<file path="config.mk">
export PLATFORM = sky130hd
export DESIGN_NAME = chsel_ctrl
export DESIGN_NICKNAME = d
export VERILOG_FILES = /design/src/rtl/chsel_pkg.sv /design/src/rtl/ctl_sync.sv /design/src/rtl/sel_latch.sv /design/src/rtl/bbm_seq.sv /design/src/rtl/sw_decode.sv /design/src/rtl/chsel_ctrl.sv
export SDC_FILE = /design/constraint.sdc
export NUM_CORES = 1
export LEC_CHECK = 0
export BUFFER_PORTS_ARGS = -buffer_cell sky130_fd_sc_hd__buf_2
export CAP_MARGIN = 20
export CELL_PAD_IN_SITES_DETAIL_PLACEMENT = 1
export CELL_PAD_IN_SITES_GLOBAL_PLACEMENT = 1
export CORE_MARGIN = 3
export CORE_UTILIZATION = 25
export DETAILED_ROUTE_END_ITERATION = 7
export PLACE_DENSITY = 0.61
export SYNTH_ARGS = -nofsm -noshare
export SYNTH_HDL_FRONTEND = slang
export SYNTH_SLANG_ARGS = --single-unit
</file>
<file path="constraint.sdc">
create_clock -name clk -period 1.3 [get_ports clk]
set_input_delay 0.26 -clock clk [delete_from_list [all_inputs] [get_ports clk]]
set_output_delay 0.26 -clock clk [all_outputs]
set_load 0.1 [all_outputs]
</file>
<file path="src/rtl/chsel_pkg.sv">
package chsel_pkg;
  typedef enum logic {
    SEQ_LIVE = 1'b0,
    SEQ_GAP  = 1'b1
  } seq_state_e;
endpackage

</file>
<file path="src/rtl/ctl_sync.sv">
// Two-stage synchroniser over a bus; reset loads an idle value.
module ctl_sync #(
  parameter int W = 1,
  parameter logic [W-1:0] IDLE = '0
) (
  input  logic         clk,
  input  logic         rst,
  input  logic [W-1:0] d,
  output logic [W-1:0] q
);
  logic [W-1:0] stage1;

  always_ff @(posedge clk) begin
    if (rst) begin
      stage1 <= IDLE;
      q      <= IDLE;
    end else begin
      stage1 <= d;
      q      <= stage1;
    end
  end
endmodule

</file>
<file path="src/rtl/sel_latch.sv">
// Level-transparent hold of code and enable; clear dominates.
module sel_latch #(
  parameter int SEL_W = 3,
  parameter int ABITS = 3
) (
  input  logic             clk,
  input  logic             rst,
  input  logic             wr_n_s,
  input  logic             clr_n_s,
  input  logic [SEL_W-1:0] addr_s,
  input  logic             en_s,
  output logic [ABITS-1:0] hold_ch,
  output logic             hold_en
);
  generate
    if (ABITS < SEL_W) begin : g_drop
      wire unused_hi = ^addr_s[SEL_W-1:ABITS];
    end
  endgenerate

  always_ff @(posedge clk) begin
    if (rst || !clr_n_s) begin
      hold_ch <= '0;
      hold_en <= 1'b0;
    end else if (!wr_n_s) begin
      hold_ch <= addr_s[ABITS-1:0];
      hold_en <= en_s;
    end
  end
endmodule

</file>
<file path="src/rtl/bbm_seq.sv">
// Break-before-make sequencer: opens everything for DEAD cycles
// whenever a closed selection must give way to a different one.
module bbm_seq
  import chsel_pkg::*;
#(
  parameter int ABITS = 3,
  parameter int DEAD  = 2
) (
  input  logic             clk,
  input  logic             rst,
  input  logic             tgt_on,
  input  logic [ABITS-1:0] tgt_ch,
  output logic             cur_on,
  output logic [ABITS-1:0] cur_ch,
  output logic             busy
);
  localparam int CW = (DEAD < 1) ? 1 : $clog2(DEAD + 1);

  seq_state_e    st;
  logic [CW-1:0] cnt;
  logic          differs;

  assign differs = (tgt_on != cur_on) || (tgt_on && (tgt_ch != cur_ch));
  assign busy    = (st == SEQ_GAP);

  always_ff @(posedge clk) begin
    if (rst) begin
      st     <= SEQ_LIVE;
      cnt    <= '0;
      cur_on <= 1'b0;
      cur_ch <= '0;
    end else begin
      case (st)
        SEQ_LIVE: begin
          if (differs) begin
            if (cur_on) begin
              cur_on <= 1'b0;
              st     <= SEQ_GAP;
              cnt    <= CW'(DEAD);
            end else begin
              cur_on <= tgt_on;
              cur_ch <= tgt_ch;
            end
          end
        end
        SEQ_GAP: begin
          if (cnt <= CW'(1)) begin
            cur_on <= tgt_on;
            cur_ch <= tgt_ch;
            st     <= SEQ_LIVE;
            cnt    <= '0;
          end else begin
            cnt <= cnt - CW'(1);
          end
        end
        default: st <= SEQ_LIVE;
      endcase
    end
  end
endmodule

</file>
<file path="src/rtl/sw_decode.sv">
// Registered one-hot decode; the b side mirrors a in the differential layout.
module sw_decode #(
  parameter int ABITS = 3,
  parameter int NCH   = 8,
  parameter bit DIFF  = 1'b0
) (
  input  logic             clk,
  input  logic             rst,
  input  logic             cur_on,
  input  logic [ABITS-1:0] cur_ch,
  output logic [NCH-1:0]   sw_a,
  output logic [NCH-1:0]   sw_b
);
  genvar i;
  generate
    for (i = 0; i < NCH; i++) begin : g_bit
      always_ff @(posedge clk) begin
        if (rst) sw_a[i] <= 1'b0;
        else     sw_a[i] <= cur_on && (cur_ch == ABITS'(i));
      end
    end
    if (DIFF) begin : g_pair
      assign sw_b = sw_a;
    end else begin : g_single
      assign sw_b = '0;
    end
  endgenerate
endmodule

</file>
<file path="src/rtl/chsel_ctrl.sv">
module chsel_ctrl #(
  parameter int SEL_W = 3,
  parameter bit DIFF  = 1'b0,
  parameter int DEAD  = 2,
  localparam int ABITS = DIFF ? SEL_W - 1 : SEL_W,
  localparam int NCH   = 1 << ABITS
) (
  input  logic             clk,
  input  logic             rst,
  input  logic             wr_n,
  input  logic             clr_n,
  input  logic [SEL_W-1:0] addr,
  input  logic             en,
  output logic [NCH-1:0]   sw_a,
  output logic [NCH-1:0]   sw_b,
  output logic [SEL_W-1:0] stat_ch,
  output logic             stat_en,
  output logic             busy
);
  localparam int BUS_W = SEL_W + 3;
  localparam logic [BUS_W-1:0] BUS_IDLE = {1'b1, 1'b1, {SEL_W{1'b0}}, 1'b0};

  logic [BUS_W-1:0] bus_s;
  logic             wr_n_s, clr_n_s, en_s;
  logic [SEL_W-1:0] addr_s;
  logic [ABITS-1:0] hold_ch, cur_ch;
  logic             hold_en, cur_on;

  ctl_sync #(.W(BUS_W), .IDLE(BUS_IDLE)) u_sync (
    .clk (clk),
    .rst (rst),
    .d   ({wr_n, clr_n, addr, en}),
    .q   (bus_s)
  );
  assign {wr_n_s, clr_n_s, addr_s, en_s} = bus_s;

  sel_latch #(.SEL_W(SEL_W), .ABITS(ABITS)) u_hold (
    .clk     (clk),
    .rst     (rst),
    .wr_n_s  (wr_n_s),
    .clr_n_s (clr_n_s),
    .addr_s  (addr_s),
    .en_s    (en_s),
    .hold_ch (hold_ch),
    .hold_en (hold_en)
  );

  bbm_seq #(.ABITS(ABITS), .DEAD(DEAD)) u_seq (
    .clk    (clk),
    .rst    (rst),
    .tgt_on (hold_en),
    .tgt_ch (hold_ch),
    .cur_on (cur_on),
    .cur_ch (cur_ch),
    .busy   (busy)
  );

  sw_decode #(.ABITS(ABITS), .NCH(NCH), .DIFF(DIFF)) u_dec (
    .clk    (clk),
    .rst    (rst),
    .cur_on (cur_on),
    .cur_ch (cur_ch),
    .sw_a   (sw_a),
    .sw_b   (sw_b)
  );

  assign stat_ch = SEL_W'(hold_ch);
  assign stat_en = hold_en;
endmodule

</file>
==> results.py <==
metrics = {
    "clock_network": {
        "holdBufCountCts": 0,
        "cts_buffer_depth": 2,
        "cts_made_buffers": 5,
        "clkTransAtPathRegs_ns": 0.07,
        "cts_tree": "done",
        "htree_levels": 2,
        "numClockSinks": 31,
        "cts_root_buf": "clkbuf_8",
        "clock_latency_ns": 0.29,
    },
    "grt": {
        "antenna_found_initial": 0,
        "grt_pass1_vias": 812,
        "grt_max_degree": 13,
        "grt_pass1_wl_mm": 3.73,
        "overflow": 0,
        "grtUsageTotal_pct": 9.29,
    },
    "setup_path": {
        "critPathArrivalTime_ns": 1.47,
        "critPathLaunch": "u_seq.cur_on",
        "setup.worst_path.end": "u_seq.cur_on",
        "startpoint_type": "flop",
        "end_kind": "flop",
        "r2r_cells": 6,
        "critical_path.max_fanout": 4,
        "required_ns": 1.47,
        "reg2reg_from": "u_seq.cur_on",
        "r2r_end": "u_seq.cur_on",
        "regToRegSetupSlack_ns": -0.005,
        "critPathKind": "reg2reg",
    },
    "sta": {
        "fmax_mhz": 766,
        "fin_skew_ns": 0.00383,
        "period_share_pct": 100,
        "rsz0062_at_grt": "yes",
        "setup_ws_ns": -0.00501,
        "finalSetupViolations": 1,
        "min_period_ns": 1.31,
        "hold_violations": 0,
        "finalSetupTns_ns": -0.00501,
        "drv_slew": 0,
    },
    "yosys": {
        "synth-adder-area-share_pct": 1.08,
        "synth_compound_area_share_pct": 6.61,
        "yosysTopAreaCell": "dfxtp_1",
        "synth_top_family_by_area": "simple AND/OR/NAND/NOR gates",
        "syn_area_um2": 1150,
        "synth_top_area_share_pct": 53.7,
        "syn_avg_cell_area_um2": 10.3,
        "ys_ff_latch": 31,
        "synth-seq-area-share_pct": 53.7,
        "synth_mux_area_share_pct": 6.07,
        "yosys-top-cells-area": "dfxtp_1 (54%), mux2i_1 (6.1%), nor2b_1 (5.4%)",
        "yosysWarnings": 0,
        "synthSimpleGateAreaFrac_pct": 22.1,
        "synthDistinctLibCells": 30,
        "synthCells": 112,
        "synth_xor_area_share_pct": 3.58,
        "synth-edff-count": 0,
        "synthArstFlopShare_pct": 0,
        "ys.flop_type": "dfxtp_1",
    },
    "power": {
        "p_leak_nw": 0.672,
        "ir_worst_vdd_mv": 0.665,
        "powerDensity_nw_per_um2": 1160,
    },
    "routing": {
        "finalWirelength_mm": 2.24,
        "detail-route-antenna-nets": 0,
        "drt_iter0_drc": 15,
        "viasPerCell": 4.15,
        "firstDrtPassIters": 4,
        "drc": 0,
        "num_vias": 822,
        "wl_per_cell_um": 11.3,
    },
    "layout": {
        "final_nets": 154,
        "final_layout_size_suffix_gt1_share_pct": 42.5,
        "utilization_pct": 37.0,
        "regArea_um2": 639,
        "final_cells": 198,
        "multi_input_area_um2": 523,
        "antenna_cells": 0,
        "area_growth_pct": 41.3,
        "fillCellCount": 501,
        "final_area_um2": 1630,
    },
    "place": {
        "hpwlAfterDp_mm": 1.65,
        "port_buffers": 20,
        "placed_cells": 187,
        "gp_congestion": 0.632,
        "placed_cell_area_um2": 1490,
    },
    "die": {
        "coreArea_um2": 4410,
        "die_w_um": 74.0,
        "die-area_um2": 5470,
        "die_height_um": 74.0,
        "rows": 24,
        "start_util_pct": 26.2,
        "io_pins": 29,
    },
    "outcome": {
        "outcome": "complete, but fails checks",
        "violations": "setup timing",
    },
    "flow_run": {
        "cap_viol_max_count": 0,
    },
    "worst_hold_path": {
        "holdCritPathClass": "in2reg",
    },
}
[routing by layer]
metal	track usage, %	routed length, um	vias to the layer above
met1	9.41	903	373
met3	4.05	172	6
met2	16.1	1130	25
met4	4.83	38	0
li1	-	-	418
met5	0	0	-
[layout by cell type, fill, tap and decap left out, types with 2 or more instances in the layout]
cell type / count
xnor2_2: 2
nor2b_1: 9
buf_12: 9
conb_1: 8
clkinvlp_4: 2
nand2_1: 8
buf_4: 9
inv_2: 2
clkbuf_8: 5
a211oi_2: 2
nor2_1: 12
mux2i_1: 7
or2_2: 4
clkbuf_4: 2
buf_2: 9
dfxtp_2: 3
nor3_1: 4
dfxtp_1: 24
nand2b_1: 2
dfxtp_4: 4
[cell usage after synthesis (2+ instances only)]
library cell  count
nor3_1            4
nor2_1           13
dfxtp_1          31
mux2i_1           7
buf_4             8
inv_2             2
nor2b_1          10
or2_2             4
nand2b_1          2
xnor2_2           2
clkbuf_1          2
nand2_1           8
a211oi_1          2
[worst max-delay path, stage by stage, from the launching register on]
cell and delay, ns:
dfxtp_2 0.33, inv_2 0.05, ha_4 0.28, nor2b_4 0.16, nor2_2 0.05, a211oi_2 0.26
a211oi_2 0.05
[state kept, by name (all words and copies together) (netlist names)]
name	flops
u_sync.q	6
u_hold.hold_en	1
u_dec.sw_a	8
u_seq.cnt	2
u_sync.stage1	6
u_seq.cur_on	1
u_seq.cur_ch	3
u_seq.busy	1
u_hold.hold_ch	3
[area by class of cell]
type	instances	share of cell area [%]
clock buffers	5	4.22
clock inverters	3	1.23
inverters	2	0.460
multi-input cells	76	32.1
flip-flops and latches	31	39.2
well taps	52	3.99
repair buffers	29	18.9
[report_power, final]
group	total, W	switching [W]	internal, W
logic	0.000175	0.000139	0.0000359
registers	0.000968	0.00000714	0.000961
clock network	0.000748	0.000377	0.000372
total	0.00189	0.000522	0.00137
[cells by family (layout without fill, tap and decap cells)]
group                      Yosys count  count (layout)
buffers and inverters               12              39
adders and majority gates            1               1
other                                1               8
and+or+nand+nor                     48              48
DFF                                 31              31
AOI/OAI and AO/OA                    9               9
xor gates and xnor gates             3               3
muxes                                7               7
[metrics by stage]
| stage | total power, W | setup WS [ns] | hold WS (ns) |
|---|---|---|---|
| 2_1_floorplan | 0.00115 | -0.0817 | 0.332 |
| 3_3_place_gp | 0.00116 | 0.0541 | 0.393 |
| 3_5_place_dp | 0.00116 | -0.0652 | 0.397 |
| 4_1_cts | 0.00191 | 0.00603 | 0.148 |
| 5_1_grt | 0.00198 | -0.101 | 0.149 |
| 6_report | 0.00189 | -0.00501 | 0.151 |
[worst min path at each step]
stage | from | endpoint | slack (ns) | cells past startpoint
after floorplan | rst | u_sync.q[3] | 0.33 | 1
after global placement | u_sync.stage1[5] | u_sync.q[5] | 0.39 | 1
after detailed placement | u_sync.stage1[5] | u_sync.q[5] | 0.40 | 1
after CTS | wr_n | u_sync.stage1[5] | 0.15 | 2
after global routing | clr_n | u_sync.stage1[4] | 0.15 | 2
final | wr_n | u_sync.stage1[5] | 0.15 | 2
[what timing repair did]
item	4_1_cts	5_1_grt
setup endpoints to repair	1	8
pin swaps	0	5
gates resized for setup	3	5
buffers inserted	0	3
(Power assumes the default switching activity.)
